### config.mk
export PLATFORM = sky130hd
export DESIGN_NAME = wdog_escalator
export DESIGN_NICKNAME = d
export VERILOG_FILES = /design/src/rtl/wdog_pkg.sv /design/src/rtl/wdog_counter.sv /design/src/rtl/wdog_regs.sv /design/src/rtl/wdog_rst_pulse.sv /design/src/rtl/wdog_escalator.sv
export SDC_FILE = /design/constraint.sdc
export NUM_CORES = 1
export LEC_CHECK = 0
export ABC_AREA = 0
export BUFFER_PORTS_ARGS = -buffer_cell sky130_fd_sc_hd__buf_2
export CORE_MARGIN = 2
export CORE_UTILIZATION = 35
export DETAILED_ROUTE_END_ITERATION = 12
export GPL_TIMING_DRIVEN = 0
export PLACE_DENSITY = 0.62
export SLEW_MARGIN = 20
export SYNTH_ARGS = -nofsm -noshare
export SYNTH_HDL_FRONTEND = slang
export SYNTH_HIERARCHICAL = 1
export SYNTH_SLANG_ARGS = --single-unit
### constraint.sdc
create_clock -name clk -period 2.9 [get_ports clk]
set_input_delay 0.145 -clock clk [delete_from_list [all_inputs] [get_ports clk]]
set_output_delay 0.145 -clock clk [all_outputs]
set_load 0.02 [all_outputs]
### src/rtl/wdog_pkg.sv
package wdog_pkg;
  localparam int unsigned REG_DW = 16;
  localparam logic [1:0] ADDR_STAT   = 2'd0;
  localparam logic [1:0] ADDR_CTRL   = 2'd1;
  localparam logic [1:0] ADDR_RELOAD = 2'd2;
  localparam int unsigned ST_TMO  = 0;
  localparam int unsigned ST_SEC  = 1;
  localparam int unsigned ST_BOOT = 2;
  localparam int unsigned CT_NOREBOOT = 0;
  localparam int unsigned CT_SMIEN    = 1;
  localparam logic [3:0] SAFE_MULT = 4'b1111;
endpackage

### src/rtl/wdog_counter.sv
module wdog_counter #(
  parameter int unsigned CW = 16,
  parameter logic [CW-1:0] RST_VAL = '1
) (
  input  logic          clk,
  input  logic          rst_well_n,
  input  logic          sys_clr,
  input  logic          kick_i,
  input  logic [CW-1:0] reload_i,
  output logic          expire_o
);
  logic [CW-1:0] cnt;

  assign expire_o = (cnt == '0) && !kick_i && !sys_clr;

  always_ff @(posedge clk or negedge rst_well_n) begin
    if (!rst_well_n)                       cnt <= RST_VAL;
    else if (sys_clr || kick_i || cnt == '0) cnt <= reload_i;
    else                                   cnt <= cnt - 1'b1;
  end

  AST_RELOAD_AFTER_EXPIRE: assert property (@(posedge clk) disable iff (!rst_well_n)
    expire_o |=> cnt == $past(reload_i));
endmodule

### src/rtl/wdog_regs.sv
module wdog_regs
  import wdog_pkg::*;
#(
  parameter int unsigned CW = 16,
  parameter logic [CW-1:0] RELOAD_DEF = '1
) (
  input  logic              clk,
  input  logic              rst_well_n,
  input  logic              sys_clr,
  input  logic [1:0]        reg_sel,
  input  logic              reg_wr,
  input  logic [REG_DW-1:0] reg_wdata,
  output logic [REG_DW-1:0] reg_rdata,
  input  logic              expire_i,
  input  logic              first_fetch_i,
  output logic [CW-1:0]     reload_o,
  output logic              smi_o,
  output logic              sec_o,
  output logic              boot_o,
  output logic              reboot_req_o
);
  logic tmo, sec, boot, fetched;
  logic no_reboot, smi_en;
  logic [CW-1:0] reload_q;
  logic wr_stat, second_evt;

  assign wr_stat    = reg_wr && (reg_sel == ADDR_STAT);
  assign second_evt = expire_i && tmo;

  always_ff @(posedge clk or negedge rst_well_n) begin
    if (!rst_well_n) begin
      tmo <= 1'b0; sec <= 1'b0; boot <= 1'b0; fetched <= 1'b0;
    end else begin
      if (sys_clr)                           tmo <= 1'b0;
      else if (expire_i)                     tmo <= 1'b1;
      else if (wr_stat && reg_wdata[ST_TMO]) tmo <= 1'b0;

      if (second_evt)                        sec <= 1'b1;
      else if (wr_stat && reg_wdata[ST_SEC]) sec <= 1'b0;

      if (second_evt && !sec && !fetched)                boot <= 1'b1;
      else if (wr_stat && reg_wdata[ST_BOOT] && !sec)    boot <= 1'b0;

      if (sys_clr)            fetched <= 1'b0;
      else if (first_fetch_i) fetched <= 1'b1;
    end
  end

  always_ff @(posedge clk or negedge rst_well_n) begin
    if (!rst_well_n) begin
      no_reboot <= 1'b0; smi_en <= 1'b1; reload_q <= RELOAD_DEF;
    end else if (reg_wr) begin
      if (reg_sel == ADDR_CTRL) begin
        no_reboot <= reg_wdata[CT_NOREBOOT];
        smi_en    <= reg_wdata[CT_SMIEN];
      end
      if (reg_sel == ADDR_RELOAD) reload_q <= reg_wdata[CW-1:0];
    end
  end

  always_comb begin
    reg_rdata = '0;
    case (reg_sel)
      ADDR_STAT: begin
        reg_rdata[ST_TMO]  = tmo;
        reg_rdata[ST_SEC]  = sec;
        reg_rdata[ST_BOOT] = boot;
      end
      ADDR_CTRL: begin
        reg_rdata[CT_NOREBOOT] = no_reboot;
        reg_rdata[CT_SMIEN]    = smi_en;
      end
      ADDR_RELOAD: reg_rdata = REG_DW'(reload_q);
      default: reg_rdata = '0;
    endcase
  end

  assign reload_o     = reload_q;
  assign smi_o        = smi_en && (tmo || sec);
  assign sec_o        = sec;
  assign boot_o       = boot;
  assign reboot_req_o = second_evt && !no_reboot;

  AST_BOOT_WITH_SEC: assert property (@(posedge clk) disable iff (!rst_well_n)
    $rose(boot) |-> sec);
  AST_BOOT_LOCKED: assert property (@(posedge clk) disable iff (!rst_well_n)
    (boot && sec) |=> boot);
  AST_TMO_SYS_CLEAR: assert property (@(posedge clk) disable iff (!rst_well_n)
    $past(sys_clr) |-> !tmo);
endmodule

### src/rtl/wdog_rst_pulse.sv
module wdog_rst_pulse #(
  parameter int unsigned PULSE_LEN = 16
) (
  input  logic clk,
  input  logic rst_well_n,
  input  logic start_i,
  output logic active_o
);
  localparam int unsigned PW = $clog2(PULSE_LEN + 1);
  logic [PW-1:0] cnt;

  always_ff @(posedge clk or negedge rst_well_n) begin
    if (!rst_well_n)                 cnt <= '0;
    else if (start_i && cnt == '0)   cnt <= PW'(PULSE_LEN);
    else if (cnt != '0)              cnt <= cnt - 1'b1;
  end

  assign active_o = (cnt != '0);

  AST_PULSE_FROM_START: assert property (@(posedge clk) disable iff (!rst_well_n)
    $rose(active_o) |-> $past(start_i));
  AST_NO_RETRIGGER: assert property (@(posedge clk) disable iff (!rst_well_n)
    active_o |-> !start_i);
endmodule

### src/rtl/wdog_escalator.sv
module wdog_escalator
  import wdog_pkg::*;
#(
  parameter int unsigned CW = 16,
  parameter logic [CW-1:0] RELOAD_DEF = CW'(1023),
  parameter int unsigned PULSE_LEN = 16
) (
  input  logic        clk,
  input  logic        rst_well_n,
  input  logic        rst_sys_n,
  input  logic [1:0]  reg_sel,
  input  logic        reg_wr,
  input  logic [15:0] reg_wdata,
  output logic [15:0] reg_rdata,
  input  logic        kick_i,
  input  logic        first_fetch_i,
  input  logic [3:0]  mult_cfg_i,
  output logic [3:0]  mult_o,
  output logic        smi_o,
  output logic        plat_rst_o
);
  logic sys_clr, expire, reboot_req, sec, boot;
  logic [CW-1:0] reload;

  assign sys_clr = !rst_sys_n || plat_rst_o;

  wdog_counter #(.CW(CW), .RST_VAL(RELOAD_DEF)) i_cnt (
    .clk(clk), .rst_well_n(rst_well_n), .sys_clr(sys_clr),
    .kick_i(kick_i), .reload_i(reload), .expire_o(expire));

  wdog_regs #(.CW(CW), .RELOAD_DEF(RELOAD_DEF)) i_regs (
    .clk(clk), .rst_well_n(rst_well_n), .sys_clr(sys_clr),
    .reg_sel(reg_sel), .reg_wr(reg_wr), .reg_wdata(reg_wdata),
    .reg_rdata(reg_rdata), .expire_i(expire), .first_fetch_i(first_fetch_i),
    .reload_o(reload), .smi_o(smi_o), .sec_o(sec), .boot_o(boot),
    .reboot_req_o(reboot_req));

  wdog_rst_pulse #(.PULSE_LEN(PULSE_LEN)) i_pulse (
    .clk(clk), .rst_well_n(rst_well_n), .start_i(reboot_req),
    .active_o(plat_rst_o));

  assign mult_o = (plat_rst_o && boot) ? SAFE_MULT : mult_cfg_i;

  AST_RST_AFTER_SECOND: assert property (@(posedge clk) disable iff (!rst_well_n)
    $rose(plat_rst_o) |-> sec);
endmodule

==> flow_summary_export.csv, run 1 <==
group,metric,value,unit
yosys,yosys-top-cells-count,"dfrtp_1, dfstp_2, mux2_2, mux2_4, xnor2_1",
critical_path,crit_path_end_kind,"flop",
detailed_routing,drt.antenna.violating_nets,0,
detailed_routing,viasPerCell,4.95,
sta,final-hold-violation-count,1,
critical_path,critPathMaxFanout,10,
yosys,syn_nets,228,
detailed_routing,drt-total-wl,4.70,mm
power,pwr_density_cell,613,nW/um2
yosys,ys_warn_count,6,
power,peakVddDrop,0.247,mV
clocking,clk_latency,300,ps
floorplanning,rows,30,
yosys,yosysMostFrequentCell,"dfrtp_1",
yosys,yosysSeqAreaShare,46.2,%
critical_path,r2r_start,"i_pulse/cnt[0]",
floorplanning,fp.coreArea,6680,um2
sta,fin_crit,2700,ps
global_route,antenna_found_initial,0,
clocking,clk_pin_slew,80,ps
detailed_routing,drc_errors,0,
critical_path,arrival,2880,ps
global_route,grt_pass1_wl,7.71,mm
final_layout,final_util,43.1,%
floorplanning,die_area,7490,um2
run_status,status,"finished, violations left",
yosys,netlist_area,2380,um2
detailed_routing,wl_per_cell,14.0,um
clocking,numCtsBuffers,5,
final_layout,area_delta_synth_final,20.7,%
run_status,violations,"hold timing",
sta,drv_slew,0,
critical_path,rr_worst_depth,10,
global_route,grt_max_degree,44,
worst_hold_path,min_path_type,"primary input to async pin",
sta,relSlewSlack,35.5,%
yosys,synth_edf_count,0,
placement,gp_congestion,0.803,
final_layout,nNetsFinal,284,
global_route,grt_util_all_layers,13.3,%
flow_run,cap_violations,0,
placement,dp_hpwl,3.35,mm
critical_path,slowest_stage,"dfrtp_1",
critical_path,rr_endpoint,"i_cnt/cnt[11]",
final_layout,antenna_cells,0,
clocking,holdBufCountCts,0,
yosys,syn_area_per_cell,12.0,um2
detailed_routing,dr.pass1.iters,4,
yosys,synth.top_cells.by_area,"dfstp_2, dfrtp_1, mux2_4, mux2_2, xnor2_1",
sta,setup-violations-final,0,
floorplanning,initial_utilization,35.7,%
global_route,grt_overflow,0,
floorplanning,die_w,86.5,um
sta,skew,10.0,ps
detailed_routing,num_vias,1657,
final_layout,drive_gt1_share,49.0,%
yosys,synth_flop_cell,"dfrtp_1",
clocking,cts_tree,"built",
sta,max_freq,370,MHz
critical_path,path_class,"flop to flop",
global_route,grt_pass1_vias,1588,
floorplanning,io-pin-count,50,
yosys,synth_top_area_share,23.1,%
yosys,ys_seq_elements,43,
clocking,cts_sinks,43,
clocking,clockBufferDepth,2,
clocking,cts_root_buffer,"clkbuf_8",
detailed_routing,drt_iter0_drc,64,
critical_path,critPathLaunchType,"flop",
critical_path,slowest_delay,420,ps
sta,post-route-period-util,93.1,%
sta,fin_hold_ws,-1.12,ps
clocking,htreeDepth,2,
placement,portBuffers,48,
floorplanning,die_y,86.5,um
yosys,synth_cell_types,44,
critical_path,r2r_slack,200,ps
sta,fin_tns_setup,0,ps
yosys,synthArstFlopShare,100,%
sta,worst_slew_pin_slew,967,ps
critical_path,path_cells,"inv_1, ha_1, nor4b_4, inv_2, nand2b_1, nor2_1, and2_4, buf_6, buf_12, mux2_4",
yosys,synth_cells,198,
critical_path,crit_required,3080,ps
power,p_leak,1.34,nW
yosys,synth_top_cell_by_area,"dfstp_2",
## worst max-delay path: cells and delay by family, from the launching register on
family	cells	cell delay, ps
and+or+nand+nor	4	1160
DFF	1	420
muxes	1	290
buffers and inverters	4	470
adders and majority gates	1	240
## logic make-up (layout without fill, tap and decap cells)
family	after synthesis	in the layout	share of synthesized area [%]
AND/OR/NAND/NOR	66	66	19.2
multiplexers	34	34	18.0
buffers and inverters	13	70	4.04
adder cells (fa/ha/maj)	2	2	1.05
AO/OA/AOI/OAI	27	27	6.67
XOR/XNOR	13	13	4.78
flip-flops	43	43	46.2
## metal layers
metal	vias to the layer above	track usage, %	routed length, um
li1	807	-	-
met2	50	20.3	2090
met4	0	4.69	72
met1	791	17.8	2220
met3	9	4.10	320
met5	-	0	0
## flip-flops by register name, indices dropped and copies added, names as in the netlist
| register | flops |
|---|---|
| i_cnt/cnt | 16 |
| i_regs/smi_en | 1 |
| i_regs/no_reboot | 1 |
| i_pulse/cnt | 5 |
| i_regs/fetched | 1 |
| i_regs/sec_o | 1 |
| i_regs/tmo | 1 |
| i_regs/boot_o | 1 |
| i_regs/reload_o | 16 |
## final cells by class
cell class / instances / area (um2)
Inverter: 8 / 30.0
Timing Repair Buffer: 49 / 248
Buffer: 5 / 66.3
Clock inverter: 2 / 60.1
Tap cell: 80 / 100
Clock buffer: 6 / 72.6
Fill cell: 662 / 3800
Sequential cell: 43 / 1100
Multi-Input combinational cell: 142 / 1200
## how the worst max path moves through the flow
stage | end | startpoint | cells past startpoint | slack [ps]
finish | i_cnt/cnt[11] | i_pulse/cnt[0] | 10 | 200
global route | i_pulse/cnt[1] | i_pulse/cnt[0] | 11 | -7
CTS | i_pulse/cnt[1] | i_pulse/cnt[0] | 11 | 70
detailed placement | i_pulse/cnt[1] | i_pulse/cnt[0] | 11 | -60
global placement | i_pulse/cnt[1] | i_pulse/cnt[0] | 11 | 8
floorplan | i_pulse/cnt[1] | i_pulse/cnt[0] | 11 | 400
## metrics by stage
stage                     cells  setup WS, ps  power, mW  instance area (um2)
after floorplan             198           403       1.12                 2380
after global placement      326          8.21       1.22                 2720
after detailed placement    326         -62.6       1.23                 2720
after CTS                   334          71.5       1.78                 2860
after global routing        335         -7.39       1.86                 2880
final                       335           200       1.76                 2880
## cell usage in the layout (no fill, tap or decap), types with 2 or more instances in the layout
cell,n
xnor2_1,12
and2_2,3
o21ai_1,2
nand2b_1,2
or3_1,2
buf_6,2
bufinv_16,2
nand2_1,9
nor4_2,2
and2_1,10
nor2_1,9
clkbuf_1,2
buf_2,48
buf_12,2
a31oi_1,2
clkbuf_8,5
a21oi_1,11
ha_1,2
nor4_1,2
nand4_1,2
mux2_2,14
nor3b_1,2
dfrtp_1,22
mux2i_1,5
inv_1,7
nand3b_1,4
mux2_4,14
o21ai_0,4
nand3_1,3
a21o_1,5
nor3_1,5
dfstp_2,21
## what timing repair did
| action | in CTS | in global routing |
|---|---|---|
| resized for setup | 1 | 2 |
| setup buffers | 0 | 1 |
| setup endpoints to repair | 3 | 3 |
## power breakdown
part	switching, mW	internal (mW)	leakage [nW]
registers	0.108	0.748	0.499
logic	0.155	0.202	0.774
clock network	0.208	0.344	0.0654
total	0.471	1.29	1.34
Note: power is estimated with default switching activity, not from simulation.
==> run 2, diff against run 1 <==
--- a/config.mk
+++ b/config.mk
@@ -7,6 +7,7 @@
 export LEC_CHECK = 0
 export ABC_AREA = 0
 export BUFFER_PORTS_ARGS = -buffer_cell sky130_fd_sc_hd__buf_2
+export CORE_ASPECT_RATIO = 0.6
 export CORE_MARGIN = 2
 export CORE_UTILIZATION = 35
 export DETAILED_ROUTE_END_ITERATION = 12
==> flow_summary_export.csv, run 2 (same netlist as run 1, synthesis figures left out) <==
group,metric,value,unit
critical_path,critPathLaunchType,"flop",
final_layout,final_common_cell,"buf_2",
sta,rsz0062_at_grt,"no",
sta,max_freq,375,MHz
run_status,status,"finished clean",
worst_hold_path,min_path_type,"primary input to async pin",
critical_path,slowest_stage,"or3_1",
critical_path,critPathMaxFanout,7,
global_route,grt_util_all_layers,13.3,%
sta,setup-violations-final,0,
floorplanning,fp.coreArea,6620,um2
sta,post-route-period-util,92.0,%
critical_path,rr_endpoint,"i_pulse/cnt[1]",
floorplanning,io-pin-count,50,
detailed_routing,num_vias,1643,
sta,setup_ws,232,ps
critical_path,r2r_slack,230,ps
floorplanning,die_area,7510,um2
sta,fin_crit,2670,ps
placement,dp_hpwl,3.57,mm
clocking,clk_latency,290,ps
critical_path,path_cells,"inv_1, ha_1, nor4b_4, inv_2, nand2b_1, or3_1, nor3_4, nand2_1, nor2_1, o21ai_1, a21boi_1",
clocking,clockBufferDepth,2,
placement,placed_cell_area,2730,um2
final_layout,nNetsFinal,285,
final_layout,drive_gt1_share,49.2,%
global_route,antenna_found_initial,0,
power,pwr_density_cell,617,nW/um2
floorplanning,die_w,111,um
detailed_routing,dr.pass1.iters,4,
floorplanning,initial_utilization,36.0,%
critical_path,r2r_start,"i_pulse/cnt[0]",
detailed_routing,wl_per_cell,14.0,um
clocking,cts_root_buffer,"clkbuf_16",
critical_path,rr_worst_depth,11,
final_layout,fin_area,2910,um2
final_layout,antenna_cells,0,
power,peakVddDrop,0.240,mV
final_layout,final_cell_mix,"buf_2, dfrtp_1, dfstp_2",
final_layout,area_delta_synth_final,22.3,%
placement,gp_congestion,0.837,
clocking,clk_pin_slew,70,ps
sta,relSlewSlack,36.5,%
detailed_routing,drt-total-wl,4.82,mm
detailed_routing,drc_errors,0,
clocking,cts_tree,"built",
flow_run,cap_violations,0,
sta,final-hold-violation-count,0,
global_route,grt_max_degree,44,
final_layout,final_util,44.0,%
power,power,1.80,mW
critical_path,crit_required,3080,ps
global_route,grt_pass1_wl,7.66,mm
sta,drv_slew,0,
critical_path,arrival,2840,ps
detailed_routing,drt_iter0_drc,75,
sta,worst_slew_pin_slew,953,ps
critical_path,path_class,"flop to flop",
detailed_routing,viasPerCell,4.79,
clocking,cts_sinks,43,
global_route,grt_overflow,0,
placement,portBuffers,48,
floorplanning,die_y,67.9,um
critical_path,slowest_delay,430,ps
detailed_routing,drt.antenna.violating_nets,0,
power,p_leak,1.35,nW
global_route,grt_pass1_vias,1504,
clocking,holdBufCountCts,0,
sta,skew,9.95,ps
clocking,htreeDepth,2,
clocking,numCtsBuffers,5,
critical_path,crit_path_end_kind,"flop",
floorplanning,rows,23,
placement,pre_cts_slack,-8.80,ps
## run 2: changes by cell type in the layout (fill, tap and decap cells not counted)
| cell | change |
|---|---|
| nor2_1 | +1 |
| bufinv_16 | -2 |
| clkinvlp_4 | +1 |
| clkbuf_1 | -1 |
| clkbuf_16 | +5 |
| clkinv_4 | +1 |
| nor2_2 | -1 |
| clkbuf_8 | -4 |
| buf_4 | +1 |
## run 2: layout make-up
type | count | area (um2)
fill | 639 | 3700
multi-input combinational | 142 | 1200
tap | 87 | 109
buffer | 5 | 66.3
timing repair buffer | 50 | 255
sequential | 43 | 1100
inverter | 8 | 30.0
clock inverter | 2 | 16.3
clock buffer | 6 | 139
## run 2: critical path, delay by kind of cell (launching register included)
kind | cells | cell delay, ps
and+or+nand+nor | 6 | 1520
DFF | 1 | 410
adders and majority gates | 1 | 240
AOI/OAI and AO/OA | 2 | 220
buffers and inverters | 2 | 180
## run 2: worst max-delay path by stage
stage	start	cells after the start	slack, ps	endpoint
floorplan	i_pulse/cnt[0]	11	400	i_pulse/cnt[1]
global placement	i_pulse/cnt[0]	11	40	i_pulse/cnt[1]
detailed placement	i_pulse/cnt[0]	11	-9	i_pulse/cnt[1]
CTS	i_pulse/cnt[0]	11	120	i_pulse/cnt[1]
global route	i_pulse/cnt[0]	11	20	i_pulse/cnt[1]
finish	i_pulse/cnt[0]	11	230	i_pulse/cnt[1]
## run 2: metrics by stage
stage / hold WS, ps / setup TNS, ps / std cells
3_5_place_dp: 357 / -8.80 / 333
6_report: 2.24 / 0 / 343
2_1_floorplan: -151 / 0 / 198
5_1_grt: 70.6 / 0 / 343
4_1_cts: 42.1 / 0 / 341
3_3_place_gp: 354 / 0 / 333
## run 2: layer usage
layer | global-route usage (%) | routed length (um) | vias to the layer above
met2 | 19.3 | 2060 | 38
met4 | 3.28 | 44 | 0
li1 | - | - | 811
met3 | 4.25 | 212 | 4
met5 | 0 | 0 | -
met1 | 19.1 | 2500 | 790
## run 2: report_power, final
part	switching (mW)	internal, mW
Clock	0.232	0.344
Sequential	0.110	0.749
Combinational	0.161	0.203
Total	0.504	1.30
## run 2: timing repair
item	in CTS	in global routing
gates cloned	0	0
buffers inserted	0	2
hold endpoints to repair	0	0
resized for setup	1	1
setup endpoints to repair	2	3
==> run 3, diff against run 2 <==
--- a/config.mk
+++ b/config.mk
@@ -13,6 +13,8 @@
 export DETAILED_ROUTE_END_ITERATION = 12
 export GPL_TIMING_DRIVEN = 0
 export PLACE_DENSITY = 0.62
+export RECOVER_POWER = 50
+export REMOVE_ABC_BUFFERS = 1
 export SLEW_MARGIN = 20
 export SYNTH_ARGS = -nofsm -noshare
 export SYNTH_HDL_FRONTEND = slang
==> flow_summary_export.csv, run 3 (same netlist as run 1, synthesis figures left out) <==
group,metric,value,unit
sta,relSlewSlack,-49.6,%
detailed_routing,drt.antenna.violating_nets,0,
clocking,clk_pin_slew,60,ps
clocking,clk_latency,280,ps
sta,rsz0062_at_grt,"no",
critical_path,crit_path_end_kind,"flop",
critical_path,slowest_stage,"dfrtp_1",
detailed_routing,wl_per_cell,14.6,um
final_layout,layoutNonFillerInstCount,339,
critical_path,path_cells,"inv_1, ha_1, nor4b_4, inv_2, nand2b_1, or3_1, nor3_2, nand2_1, nor2_2, nand3b_1, o21ai_1",
critical_path,slowest_delay,410,ps
critical_path,crit_required,3060,ps
critical_path,cp_top_family,"simple AND/OR/NAND/NOR gates",
global_route,grt_util_all_layers,13.8,%
run_status,status,"finished, violations left",
placement,portBuffers,49,
run_status,violations,"capacitance limit, slew limit",
critical_path,r2r_slack,220,ps
power,pwr_density_cell,625,nW/um2
global_route,grt_max_degree,44,
detailed_routing,num_vias,1620,
sta,drv_slew,44,
sta,fin_hold_ws,78.3,ps
critical_path,cp_num_buf_inv,2,
power,p_leak,1.26,nW
final_layout,drive_gt1_share,44.4,%
floorplanning,io-pin-count,50,
clocking,cts_tree,"built",
clocking,holdBufCountCts,0,
final_layout,area_delta_synth_final,17.4,%
floorplanning,die_w,111,um
placement,placed_cells,329,
final_layout,antenna_cells,0,
floorplanning,fp.coreArea,6620,um2
sta,fin_crit,2680,ps
clocking,htreeDepth,2,
floorplanning,die_y,67.9,um
global_route,grt_pass1_vias,1573,
power,peakVddDrop,0.262,mV
floorplanning,die_area,7510,um2
global_route,antenna_found_initial,0,
detailed_routing,drt-total-wl,4.94,mm
placement,dp_hpwl,3.53,mm
critical_path,arrival,2840,ps
detailed_routing,drt_iter0_drc,75,
detailed_routing,dr.pass1.iters,4,
clocking,numCtsBuffers,5,
clocking,cts_sinks,43,
critical_path,critPathLaunchType,"flop",
final_layout,final_cell_mix,"buf_2, dfrtp_1, dfstp_2",
global_route,grt_overflow,0,
clocking,clockBufferDepth,2,
final_layout,final_common_cell,"buf_2",
critical_path,critPathMaxFanout,7,
floorplanning,initial_utilization,36.0,%
sta,worst_slew_pin_slew,2240,ps
final_layout,final_util,42.3,%
sta,setup-violations-final,0,
global_route,grt_pass1_wl,8.07,mm
power,power,1.75,mW
clocking,cts_root_buffer,"clkbuf_16",
critical_path,path_class,"flop to flop",
detailed_routing,drc_errors,0,
sta,skew,3.62,ps
sta,final-hold-violation-count,0,
worst_hold_path,min_path_type,"primary input to flop",
flow_run,cap_violations,1,
detailed_routing,viasPerCell,4.78,
sta,post-route-period-util,92.4,%
sta,max_freq,373,MHz
floorplanning,rows,23,
placement,gp_congestion,0.801,
final_layout,nNetsFinal,281,
-- run 3: cell types whose count changed in the layout (fill, tap and decap cells not counted), moves of 2 or more --
cell / change
mux2_4: -7
buf_6: -2
buf_12: -2
mux2_1: +7
-- run 3: area by class of cell --
class                      count  area [um2]
timing repair buffer          51         259
clock inverter                 1        5.00
inverter                       8        30.0
multi-input combinational    142        1150
clock buffer                   7         143
sequential                    43        1100
tap                           87         109
fill                         652        3820
-- run 3: worst paths after layout --
check	from	to	cells after the start
max	i_pulse/cnt[0]	i_pulse/cnt[0]	11
min	reg_wdata[5]	i_regs/reload_o[5]	2
max reg2reg	i_pulse/cnt[0]	i_pulse/cnt[0]	11
min reg2reg	i_regs/reload_o[1]	i_cnt/cnt[1]	2
max in group asynchronous	rst_well_n	i_cnt/cnt[12]	1
min in group asynchronous	rst_well_n	i_regs/boot_o	1
-- run 3: power breakdown --
| part | internal, mW | leakage [nW] | switching, mW |
|---|---|---|---|
| clock network | 0.341 | 0.0739 | 0.215 |
| registers | 0.748 | 0.498 | 0.110 |
| logic | 0.179 | 0.685 | 0.157 |
| total | 1.27 | 1.26 | 0.482 |
-- run 3: per-layer routing --
layer  GRT usage (%)  wire length [um]  up-vias
met4            3.75                28        0
li1                -                 -      811
met5               0                 0        -
met3            3.72               251        3
met1            20.2              2650      770
met2            20.0              2010       36
-- run 3: per-stage QoR --
stage	cell area, um2	setup TNS [ps]	setup WS (ps)
floorplan	2320	0	403
global placement	2670	0	3.38
detailed placement	2670	-25.7	-15.7
CTS	2820	0	115
global route	2800	0	11.8
finish	2800	0	220
-- run 3: repair_timing --
action	CTS	global route
resized for setup	1	1
hold endpoints to repair	0	0
setup endpoints to repair	2	3
setup buffers	0	2
-- run 3: worst register-to-register path: cells and delay by family, from the launching register on --
kind            cells  cell delay (ps)
compound gates      1               70
fa+ha+maj           1              230
buf+inv             2              190
flops               1              410
simple gates        7             1660
